## src/rtl/sbr_pkg.sv

```systemverilog
package sbr_pkg;
  localparam int ADDR_STATUS = 0;
  localparam int ADDR_DATA   = 1;
  localparam int PAT_BASE    = 2;

  // status layout: sync flags in [N_SYNC-1:0], byte-ready next, checksum-good above it
  function automatic int flag_byte(input int n_sync);
    return n_sync;
  endfunction

  function automatic int flag_crc(input int n_sync);
    return n_sync + 1;
  endfunction
endpackage

```

## src/rtl/sbr_sync_bank.sv

```systemverilog
module sbr_sync_bank #(
  parameter int SYNC_W = 16,
  parameter int N_SYNC = 3,
  parameter int ADDR_W = 3,
  parameter int DATA_W = 16,
  parameter logic [N_SYNC*SYNC_W-1:0] PAT_INIT = '0
) (
  input  logic                     clk,
  input  logic                     rst,
  input  logic                     bit_valid,
  input  logic                     bit_in,
  input  logic [ADDR_W-1:0]        reg_addr,
  input  logic                     reg_wr,
  input  logic [DATA_W-1:0]        reg_wdata,
  output logic [N_SYNC-1:0]        sync_hit,
  output logic [N_SYNC*SYNC_W-1:0] pat_flat
);
  import sbr_pkg::*;

  logic [SYNC_W-1:0] hist_q;
  logic [SYNC_W-1:0] hist_n;

  assign hist_n = {hist_q[SYNC_W-2:0], bit_in};

  always_ff @(posedge clk) begin
    if (rst) begin
      hist_q <= '0;
    end else if (bit_valid) begin
      hist_q <= hist_n;
    end
  end

  for (genvar g = 0; g < N_SYNC; g++) begin : g_pat
    logic [SYNC_W-1:0] pat_q;
    logic              sel;

    assign sel = reg_wr && (reg_addr == ADDR_W'(PAT_BASE + g));

    always_ff @(posedge clk) begin
      if (rst) begin
        pat_q <= PAT_INIT[g*SYNC_W +: SYNC_W];
      end else if (sel) begin
        pat_q <= reg_wdata[SYNC_W-1:0];
      end
    end

    assign sync_hit[g] = bit_valid && (hist_n == pat_q);
    assign pat_flat[g*SYNC_W +: SYNC_W] = pat_q;
  end
endmodule

```

## src/rtl/sbr_framer.sv

```systemverilog
module sbr_framer #(
  parameter int BYTE_W = 8,
  localparam int CNT_W = $clog2(BYTE_W)
) (
  input  logic             clk,
  input  logic             rst,
  input  logic             bit_valid,
  input  logic             bit_in,
  input  logic             sync_any,
  output logic             byte_evt,
  output logic [BYTE_W-1:0] data_q,
  output logic [CNT_W-1:0]  bit_cnt
);
  logic [BYTE_W-2:0] sh_q;
  logic              last_bit;

  assign last_bit = (bit_cnt == CNT_W'(BYTE_W - 1));
  assign byte_evt = bit_valid && !sync_any && last_bit;

  always_ff @(posedge clk) begin
    if (rst) begin
      bit_cnt <= '0;
      sh_q    <= '0;
      data_q  <= '0;
    end else if (bit_valid) begin
      sh_q <= {sh_q[BYTE_W-3:0], bit_in};
      if (sync_any) begin
        bit_cnt <= '0;
      end else if (last_bit) begin
        bit_cnt <= '0;
        data_q  <= {sh_q, bit_in};
      end else begin
        bit_cnt <= bit_cnt + 1'b1;
      end
    end
  end
endmodule

```

## src/rtl/sbr_crc.sv

```systemverilog
module sbr_crc #(
  parameter int CRC_W = 16,
  parameter logic [CRC_W-1:0] POLY = 16'h1021
) (
  input  logic             clk,
  input  logic             rst,
  input  logic             bit_valid,
  input  logic             bit_in,
  input  logic             sync_any,
  output logic [CRC_W-1:0] crc_q,
  output logic             zero_next
);
  logic             fb;
  logic [CRC_W-1:0] crc_n;

  assign fb        = crc_q[CRC_W-1] ^ bit_in;
  assign crc_n     = {crc_q[CRC_W-2:0], 1'b0} ^ (fb ? POLY : '0);
  assign zero_next = (crc_n == '0);

  always_ff @(posedge clk) begin
    if (rst) begin
      crc_q <= '0;
    end else if (bit_valid) begin
      crc_q <= sync_any ? '0 : crc_n;
    end
  end
endmodule

```

## src/rtl/sbr_status.sv

```systemverilog
module sbr_status #(
  parameter int N_FLAGS = 5
) (
  input  logic               clk,
  input  logic               rst,
  input  logic               clr,
  input  logic [N_FLAGS-1:0] flag_set,
  output logic [N_FLAGS-1:0] status_q,
  output logic               irq_n
);
  logic [N_FLAGS-1:0] status_n;

  // a set in the clearing clock survives
  assign status_n = (clr ? '0 : status_q) | flag_set;

  always_ff @(posedge clk) begin
    if (rst) begin
      status_q <= '0;
      irq_n    <= 1'b1;
    end else begin
      status_q <= status_n;
      irq_n    <= ~|status_n;
    end
  end
endmodule

```

## src/rtl/sync_byte_rx.sv

```systemverilog
module sync_byte_rx #(
  parameter int SYNC_W = 16,
  parameter int N_SYNC = 3,
  parameter int BYTE_W = 8,
  parameter int ADDR_W = 3,
  parameter int DATA_W = 16,
  parameter logic [SYNC_W-1:0] CRC_POLY = 16'h1021,
  parameter logic [N_SYNC*SYNC_W-1:0] PAT_INIT = {16'h7E81, 16'h2B6D, 16'hB433}
) (
  input  logic              clk,
  input  logic              rst,
  input  logic              bit_valid,
  input  logic              bit_in,
  input  logic [ADDR_W-1:0] reg_addr,
  input  logic              reg_wr,
  input  logic [DATA_W-1:0] reg_wdata,
  input  logic              reg_rd,
  output logic [DATA_W-1:0] reg_rdata,
  output logic              irq_n
);
  import sbr_pkg::*;

  localparam int N_FLAGS = N_SYNC + 2;
  localparam int CNT_W   = $clog2(BYTE_W);
  localparam int F_BYTE  = flag_byte(N_SYNC);
  localparam int F_CRC   = flag_crc(N_SYNC);

  logic [N_SYNC-1:0]        sync_hit;
  logic                     sync_any;
  logic [N_SYNC*SYNC_W-1:0] pat_flat;
  logic                     byte_evt;
  logic [BYTE_W-1:0]        data_q;
  logic [CNT_W-1:0]         bit_cnt;
  logic [SYNC_W-1:0]        crc_q;
  logic                     crc_zero;
  logic [N_FLAGS-1:0]       flag_set;
  logic [N_FLAGS-1:0]       status_q;
  logic                     status_clr;
  logic [DATA_W-1:0]        rd_mux;

  assign sync_any = |sync_hit;

  sbr_sync_bank #(
    .SYNC_W(SYNC_W), .N_SYNC(N_SYNC), .ADDR_W(ADDR_W),
    .DATA_W(DATA_W), .PAT_INIT(PAT_INIT)
  ) u_sync (
    .clk(clk), .rst(rst), .bit_valid(bit_valid), .bit_in(bit_in),
    .reg_addr(reg_addr), .reg_wr(reg_wr), .reg_wdata(reg_wdata),
    .sync_hit(sync_hit), .pat_flat(pat_flat)
  );

  sbr_framer #(.BYTE_W(BYTE_W)) u_framer (
    .clk(clk), .rst(rst), .bit_valid(bit_valid), .bit_in(bit_in),
    .sync_any(sync_any), .byte_evt(byte_evt), .data_q(data_q),
    .bit_cnt(bit_cnt)
  );

  sbr_crc #(.CRC_W(SYNC_W), .POLY(CRC_POLY)) u_crc (
    .clk(clk), .rst(rst), .bit_valid(bit_valid), .bit_in(bit_in),
    .sync_any(sync_any), .crc_q(crc_q), .zero_next(crc_zero)
  );

  always_comb begin
    flag_set = '0;
    flag_set[N_SYNC-1:0] = sync_hit;
    flag_set[F_BYTE]     = byte_evt;
    flag_set[F_CRC]      = byte_evt && crc_zero;
  end

  assign status_clr = reg_rd && (reg_addr == ADDR_W'(ADDR_STATUS));

  sbr_status #(.N_FLAGS(N_FLAGS)) u_status (
    .clk(clk), .rst(rst), .clr(status_clr), .flag_set(flag_set),
    .status_q(status_q), .irq_n(irq_n)
  );

  always_comb begin
    rd_mux = '0;
    if (reg_addr == ADDR_W'(ADDR_STATUS)) begin
      rd_mux = DATA_W'(status_q);
    end else if (reg_addr == ADDR_W'(ADDR_DATA)) begin
      rd_mux = DATA_W'(data_q);
    end
    for (int i = 0; i < N_SYNC; i++) begin
      if (reg_addr == ADDR_W'(PAT_BASE + i)) begin
        rd_mux = DATA_W'(pat_flat[i*SYNC_W +: SYNC_W]);
      end
    end
  end

  always_ff @(posedge clk) begin
    if (rst) begin
      reg_rdata <= '0;
    end else if (reg_rd) begin
      reg_rdata <= rd_mux;
    end
  end
endmodule

```

## config.mk

```make
export PLATFORM = sky130hd
export DESIGN_NAME = sync_byte_rx
export DESIGN_NICKNAME = d
export VERILOG_FILES = /design/src/rtl/sbr_pkg.sv /design/src/rtl/sbr_sync_bank.sv /design/src/rtl/sbr_framer.sv /design/src/rtl/sbr_crc.sv /design/src/rtl/sbr_status.sv /design/src/rtl/sync_byte_rx.sv
export SDC_FILE = /design/constraint.sdc
export NUM_CORES = 1
export LEC_CHECK = 0
export BUFFER_PORTS_ARGS = -buffer_cell sky130_fd_sc_hd__buf_2
export CAP_MARGIN = 20
export CELL_PAD_IN_SITES_DETAIL_PLACEMENT = 1
export CELL_PAD_IN_SITES_GLOBAL_PLACEMENT = 1
export CORE_MARGIN = 8
export CORE_UTILIZATION = 49
export CTS_CLUSTER_DIAMETER = 120
export DETAILED_ROUTE_END_ITERATION = 8
export PLACE_DENSITY_LB_ADDON = 0.25
export REMOVE_ABC_BUFFERS = 1
export SYNTH_ARGS = -nofsm -noshare
export SYNTH_HDL_FRONTEND = slang
export SYNTH_SLANG_ARGS = --single-unit
export TNS_END_PERCENT = 50
```

## constraint.sdc

```tcl
create_clock -name clk -period 3.7 [get_ports clk]
set_clock_uncertainty 0.15 [all_clocks]
set_input_delay 0.74 -clock clk [delete_from_list [all_inputs] [get_ports clk]]
set_output_delay 0.74 -clock clk [all_outputs]
set_load 0.02 [all_outputs]
```

==> flow_summary.rst, run 1 <==
.. list-table::
   :header-rows: 1

   * - Metric
     - Value
   * - Residual antenna-violating net count after detailed routing
     - 0
   * - Simple-gate area share of the yosys netlist
     - 0.221
   * - Combinational family with the most area after synthesis
     - simple AND/OR/NAND/NOR gates
   * - Via count of the first global-routing pass
     - between 4000 and 5000
   * - Global Route Usage Sum
     - 0.217
   * - Post-Place Cells
     - roughly 730
   * - Die X
     - 120 um
   * - Max_cap viols
     - 0
   * - Cells after synthesis
     - 602
   * - Commonest cells after routing, fill and taps aside
     - nand2_1 (122), dfxtp_1 (112), buf_2 (41)
   * - Start-to-end type of the worst setup path
     - in -> reg
   * - Measured slew at the worst slew-check pin
     - 0.843 ns
   * - Number of instances resized during post-cts repair
     - 0
   * - DRC violation count after routing
     - 0
   * - Unique masters post-synth
     - 50
   * - Syn Std Cell Area
     - 5270 um^2
   * - Final-layout setup total negative slack
     - 0 ns
   * - Type of the worst min-delay path
     - reg -> reg
   * - Number of nets in the layout
     - 630
   * - Met1 global-route usage
     - 0.270
   * - Number of iterations in the first detailed-routing pass
     - 4
   * - Cell type contributing the most total cell area after synthesis
     - dfxtp_1
   * - Antenna violations before repair
     - 0
   * - Share of synthesized area occupied by flip-flops and latches
     - 0.426
   * - Initial DRC Count
     - 264
   * - EDFF count, synth
     - 0
   * - Post-CTS Repair Setup Buffers
     - 0
   * - Top Ports
     - 42
   * - Relative slew margins
     - 0.438
   * - Crit path launch type
     - input pin
   * - Global-route wire length before repair
     - 24.8 mm
   * - Synth Flop Type
     - dfxtp_1
   * - Total power draw
     - 2390 uW
   * - Die Span Y
     - 120 um
   * - Count of inserted antenna diode cells
     - 0
   * - Synthesized-area fraction occupied by xor and xnor cells
     - 0.0862
   * - TritonCTS clock tree
     - done
   * - Final HPWL DP
     - approximately 10 mm
   * - Final Hold Violating Endpoints
     - 0
   * - Worst Path Required
     - 3.84 ns
   * - Placeable core area
     - 10700 um^2
   * - Detailed-route via count
     - 4376
   * - Total wire length after detailed routing
     - ~15 mm
   * - Post-synthesis mux area share
     - 0.0815
   * - Clock sink count
     - 112
   * - Number of buffers created by CTS
     - 9
   * - Most common cell after layout, fill and taps aside
     - nand2_1
   * - Result of the run
     - finished clean
   * - Critical-path maximum fanout
     - 10
   * - Maximum number of pins on one net before global-route repair
     - 77
   * - Latest clock arrival within the worst-skew pair
     - 0.39 ns
   * - Global-route met3 utilization
     - 0.0395
   * - Max-slew violation count
     - 0
   * - Post-layout min period
     - 2.36 ns
   * - Average wire per standard cell
     - 20.2 um
   * - Placement Rows
     - 38
   * - Proportion of layout cells with a drive suffix above 1
     - 0.138
   * - Initial core utilization
     - 0.495
   * - Final core occ
     - 0.529
   * - Register bit count reported by yosys
     - 112
   * - GPL Wtd Cong
     - 0.829
   * - Setup violation total in the final timing report
     - 0
   * - Top Usage Layer GRT
     - met2
   * - Worst setup EP type
     - flop
   * - Data arrival time of the critical path
     - 2.51 ns
   * - Maximum buffer depth of the clock tree
     - 2
   * - Peak VDD IR
     - 336 uV
   * - Syn Area/Cell
     - 8.75 um^2
   * - Static leakage
     - 0.00227 uW
   * - Remaining global-route overflow
     - 0
   * - Clock transition at the registers of the reported paths
     - around 0.10 ns
   * - CTS HTree Levels
     - 3
   * - Arithmetic-cell share of the synthesized area counting full adders, half adders and majority gates
     - 0.00475
   * - Max Clock Freq
     - 423 MHz
   * - Post-synthesis compound-gate area fraction
     - 0.118
   * - Biggest area contributors in the synthesized netlist
     - dfxtp_1 (43%), nand2_1 (8.7%), xnor2_1 (6.3%)
   * - Met2 global-route usage
     - 0.368
   * - Buffers on Ports
     - 41
   * - RSZ-0062 raised after global routing
     - no
   * - R2R Setup Slk
     - between 1 and 1.5 ns
   * - Share of Yosys cell area claimed by the top area cell type
     - 0.426
   * - Power Dens Cells
     - 424 nW/um^2
   * - Quantity of hold-fixing buffers added after cts
     - 0
   * - Period utilisation layout
     - 0.639
   * - Root cell of the clock tree
     - clkbuf_8
   * - Post-detailed-route via-to-cell ratio
     - 5.85
   * - Non-filler cells in the finished layout
     - 748
   * - Area overhead of the layout relative to synthesis
     - 6.89%
   * - Share of flip-flops with an asynchronous set or reset after synthesis
     - 0
   * - Die Footprint
     - 14300 um^2
   * - Total number of yosys warnings
     - 0
-- kinds of logic (layout without fill, tap and decap cells) --
group                    after synthesis  count (layout)
AND/OR/NAND/NOR                      250             250
flip-flops                           112             112
AO/OA/AOI/OAI                         84              84
buffers and inverters                 64              70
XOR/XNOR                              51              51
multiplexers                          39              39
adder cells (fa/ha/maj)                2               2
-- metrics by stage --
step / hold WS [ns] / cell area (um^2) / worst slack (ns)
global placement: 0.290 / 5400 / 0.998
CTS: 0.323 / 5630 / 1.31
floorplan: 0.282 / 4950 / 1.45
global route: 0.335 / 5630 / 1.19
detailed placement: 0.307 / 5400 / 0.900
finish: 0.324 / 5630 / 1.34
-- routing by layer --
layer / vias up / share of wire
li1: 2079 / -
met1: 2193 / 0.45
met2: 85 / 0.49
met3: 19 / 0.036
met4: 0 / 0.018
met5: - / 0
-- area by class of cell --
class / count / area, um^2
clock buffer: 10 / 128
clock inverter: 6 / 108
fill: 1274 / 5020
inverter: 5 / 18.8
multi-input combinational: 426 / 2690
sequential: 112 / 2240
tap: 140 / 175
timing repair buffer: 49 / 265
-- report_power, final --
group          total, uW  switching, uW  internal [uW]  leakage, uW
combinational        237            151           86.3      0.00124
sequential          1270           29.8           1240     0.000911
clock                881            433            448     0.000116
-- final timing paths --
path,from,end,cells after the start
min,u_framer.data_q[0]$_SDFFE_PP0P_,u_framer.data_q[0]$_SDFFE_PP0P_,2
max,bit_in,u_status.status_q[4]$_SDFF_PP0_,6
min reg2reg,u_framer.data_q[0]$_SDFFE_PP0P_,u_framer.data_q[0]$_SDFFE_PP0P_,2
max reg2reg,u_sync.hist_q[1]$_SDFFE_PP0P_,u_status.status_q[4]$_SDFF_PP0_,6
-- worst max-delay path, stage by stage --
cell and delay (ns):
buf_2 0.17, xor2_1 0.18, nor4_1 0.36, nand4_1 0.26
and3_1 0.48, a32o_1 0.32
-- sequential cells by signal, indices dropped and copies added, names as in the netlist --
register            flops
reg_rdata              16
u_crc.crc_q            16
u_framer.bit_cnt        3
u_framer.data_q         8
u_status.irq_n          1
u_status.status_q       5
u_sync.g_pat.pat_q     48
u_sync.hist_q          15
-- cells in the mapped netlist, types with 2 or more instances --
library cell / instances
a211oi_1: 3
a21oi_1: 29
a221oi_1: 10
a22oi_1: 6
a31oi_1: 4
a41o_1: 14
and2_1: 2
and3_1: 3
buf_1: 3
buf_2: 14
buf_4: 2
buf_6: 7
clkbuf_1: 30
clkbuf_2: 2
dfxtp_1: 112
ha_1: 2
inv_1: 4
mux2_2: 11
mux2i_1: 26
mux4_2: 2
nand2_1: 122
nand2b_1: 2
nand3_1: 33
nand4_1: 8
nor2_1: 34
nor2b_1: 5
nor3_1: 13
nor3b_1: 14
nor4_1: 5
nor4_2: 2
o211a_1: 3
o221ai_1: 3
o2bb2ai_1: 3
o32ai_1: 4
or4_1: 2
xnor2_1: 38
xor2_1: 12
No activity file was read; power rests on OpenSTA's default activity.
==> run 2, diff against run 1 <==
Settings changed: CORE_UTILIZATION 49 to 41.
Clock period 3.7 ns to 2.02 ns, I/O delays scaled along.
==> run 2 against run 1 <==
Compared with the run above: flip-flop and latch count unchanged; hold slack got worse by 0.20 ns; total power increased by 96%; die area increased by 17%; critical path depth decreased by 1; clock-buffer cell count increased by 2; via count increased by 4.6%; global-route usage decreased by 1.2 points; final cell count increased by 12%; sequential share of layout area decreased by 4.4 points; wire length increased by 11%; first-iteration DRC count increased by 2.7%.
==> flow_summary.rst, run 2 (synthesis results as in run 1) <==
.. list-table::
   :header-rows: 1

   * - Metric
     - Value
   * - Clock transition at the registers of the reported paths
     - 0.08 ns (was 0.10 ns)
   * - Start-to-end type of the worst setup path
     - reg -> reg (was in -> reg)
   * - Final Hold Violating Endpoints
     - 0 (unchanged)
   * - Number of nets in the layout
     - 690 (was 630)
   * - Root cell of the clock tree
     - clkbuf_16 (was clkbuf_8)
   * - Max-slew violation count
     - 0 (unchanged)
   * - DRC violation count after routing
     - 0 (unchanged)
   * - Power Dens Cells
     - 737 nW/um^2 (was 424 nW/um^2)
   * - Global Route Usage Sum
     - 0.205 (was 0.217)
   * - Area overhead of the layout relative to synthesis
     - 20.5% (was 6.89%)
   * - Total wire length after detailed routing
     - 16.8 mm (was 15.1 mm)
   * - Global-route wire length before repair
     - 26.3 mm (was 24.8 mm)
   * - Max Clock Freq
     - 517 MHz
   * - Timing startpoint of the critical path
     - u_sync.hist_q[11]$_SDFFE_PP0P_ (was bit_in)
   * - Average wire per standard cell
     - 20.0 um (was 20.2 um)
   * - Remaining global-route overflow
     - 0 (unchanged)
   * - Final-layout setup total negative slack
     - 0 ns (unchanged)
   * - Worst setup EP type
     - flop (unchanged)
   * - TritonCTS clock tree
     - done (unchanged)
   * - Commonest cells after routing, fill and taps aside
     - nand2_1 (122), dfxtp_1 (107), buf_4 (60) (was nand2_1 (122), dfxtp_1 (112), buf_2 (41))
   * - Buffers on Ports
     - 41 (unchanged)
   * - Maximum number of pins on one net before global-route repair
     - 38 (was 77)
   * - Relative slew margins
     - 0.700 (was 0.438)
   * - Die Footprint
     - 16700 um^2 (was 14300 um^2)
   * - Die X
     - 129 um (was 120 um)
   * - Die Span Y
     - 129 um (was 120 um)
   * - Post-layout min period
     - 1.93 ns
   * - Registers with the most flip-flops
     - u_sync.g_pat.pat_q x48, reg_rdata x16, u_crc.crc_q x16 (unchanged)
   * - Detailed-route via count
     - 4576 (was 4376)
   * - Type of the worst min-delay path
     - in -> reg (was reg -> reg)
   * - Measured slew at the worst slew-check pin
     - 0.449 ns (was 0.843 ns)
   * - Result of the run
     - finished clean (unchanged)
   * - Count of inserted antenna diode cells
     - 0 (unchanged)
   * - Initial core utilization
     - 0.419 (was 0.495)
   * - Latest clock arrival within the worst-skew pair
     - 0.36 ns (was 0.39 ns)
   * - Reg with most FFs
     - u_sync.g_pat.pat_q (unchanged)
   * - Most common cell after layout, fill and taps aside
     - nand2_1 (unchanged)
   * - Static leakage
     - 0.00265 uW (was 0.00227 uW)
   * - Clock sink count
     - 112 (unchanged)
   * - GPL Wtd Cong
     - 0.859 (was 0.829)
   * - Period utilisation layout
     - 0.958
   * - Setup violation total in the final timing report
     - 0 (unchanged)
   * - Residual antenna-violating net count after detailed routing
     - 0 (unchanged)
   * - Crit path launch type
     - flop (was input pin)
   * - Data arrival time of the critical path
     - 2.04 ns (was 2.51 ns)
   * - Antenna violations before repair
     - 1 (was 0)
   * - Max_cap viols
     - 0 (unchanged)
   * - Final HPWL DP
     - 12.1 mm (was 10.4 mm)
   * - Post-detailed-route via-to-cell ratio
     - 5.45 (was 5.85)
   * - Number of buffers created by CTS
     - 9 (unchanged)
   * - Peak VDD IR
     - 363 uV (was 336 uV)
   * - Number of flip-flops under the largest register name
     - 48 (unchanged)
   * - Via count of the first global-routing pass
     - 4903 (was 4647)
   * - Placeable core area
     - 12600 um^2 (was 10700 um^2)
   * - Number of iterations in the first detailed-routing pass
     - 4 (unchanged)
   * - Start point of the worst min-delay path
     - reg_wdata[12] (was u_framer.data_q[0]$_SDFFE_PP0P_)
   * - Final core occ
     - 0.505 (was 0.529)
   * - Initial DRC Count
     - 271 (was 264)
   * - FF-to-FF Start
     - u_sync.hist_q[11]$_SDFFE_PP0P_ (was u_sync.hist_q[1]$_SDFFE_PP0P_)
   * - CTS HTree Levels
     - 3 (unchanged)
   * - Proportion of layout cells with a drive suffix above 1
     - 0.232 (was 0.138)
   * - Worst Path Required
     - 2.12 ns (was 3.84 ns)
   * - Placement Rows
     - 41 (was 38)
   * - Maximum buffer depth of the clock tree
     - 2 (unchanged)
   * - Critical-path maximum fanout
     - 15 (was 10)
   * - Final hold slack
     - 0.129 ns (was 0.324 ns)
   * - Top Ports
     - 42 (unchanged)
==> run 2: cell count changes in the layout (fill, tap and decap cells not counted), moves of 2 or more <==
cell	previous run	this run
and3_1	3	1
and3_4	0	2
buf_12	0	7
buf_4	8	60
bufinv_16	3	1
clkbuf_16	0	9
clkbuf_8	9	1
dfxtp_1	112	107
dfxtp_2	0	4
==> run 2: layout make-up <==
class,count,area (um^2)
sequential,112,2250
timing repair buffer,109,807
fill,1481,6220
clock inverter,4,52.6
clock buffer,12,246
multi-input combinational,426,2760
inverter,5,18.8
tap,172,215
==> run 2: worst paths after layout <==
kind	end	slack (ns)	cells past startpoint
hold reg to reg	u_framer.data_q[7]$_SDFFE_PP0P_	0.31	2
setup reg to reg	u_crc.crc_q[7]$_SDFFE_PP0P_	0.09	5
setup / recovery	u_crc.crc_q[7]$_SDFFE_PP0P_	0.09	5
hold / removal	u_sync.g_pat[2].pat_q[12]$_SDFFE_PP1P_	0.13	3
==> run 2: where the power goes <==
part / switching, uW / internal, uW / leakage [uW]
clock: 854 / 1000 / 0.000147
sequential: 51.5 / 2270 / 0.000914
combinational: 299 / 206 / 0.00159
==> run 2: per-layer routing <==
layer	vias to the layer above	track usage	share of wire
li1	2202	-	-
met1	2281	0.250	0.45
met2	73	0.351	0.50
met3	20	0.0374	0.029
met4	0	0.0774	0.018
met5	-	0	0
==> run 2: timing repair <==
action,4_1_cts,5_1_grt
setup buffers,0,1
setup endpoints to repair,15,29
hold buffers,0,0
gates resized for setup,2,16
pin swaps,1,3
==> run 2: per-stage QoR <==
step | area [um^2] | std cells | setup WS, ns | total power (uW)
4_1_cts | 6270 | 839 | 0.0236 | 4710
2_1_floorplan | 4950 | 543 | 0.102 | 2590
3_3_place_gp | 5970 | 823 | -0.0764 | 2850
3_5_place_dp | 5970 | 823 | -0.189 | 2870
5_1_grt | 6350 | 840 | -0.0236 | 4840
6_report | 6350 | 840 | 0.0857 | 4680
==> run 2: critical path: stages, from the launching register on <==
cell and delay (ns):
dfxtp_1 0.45, xor2_1 0.18, nor4_4 0.29, nand4_1 0.19, and3_4 0.29, a41o_1 0.26
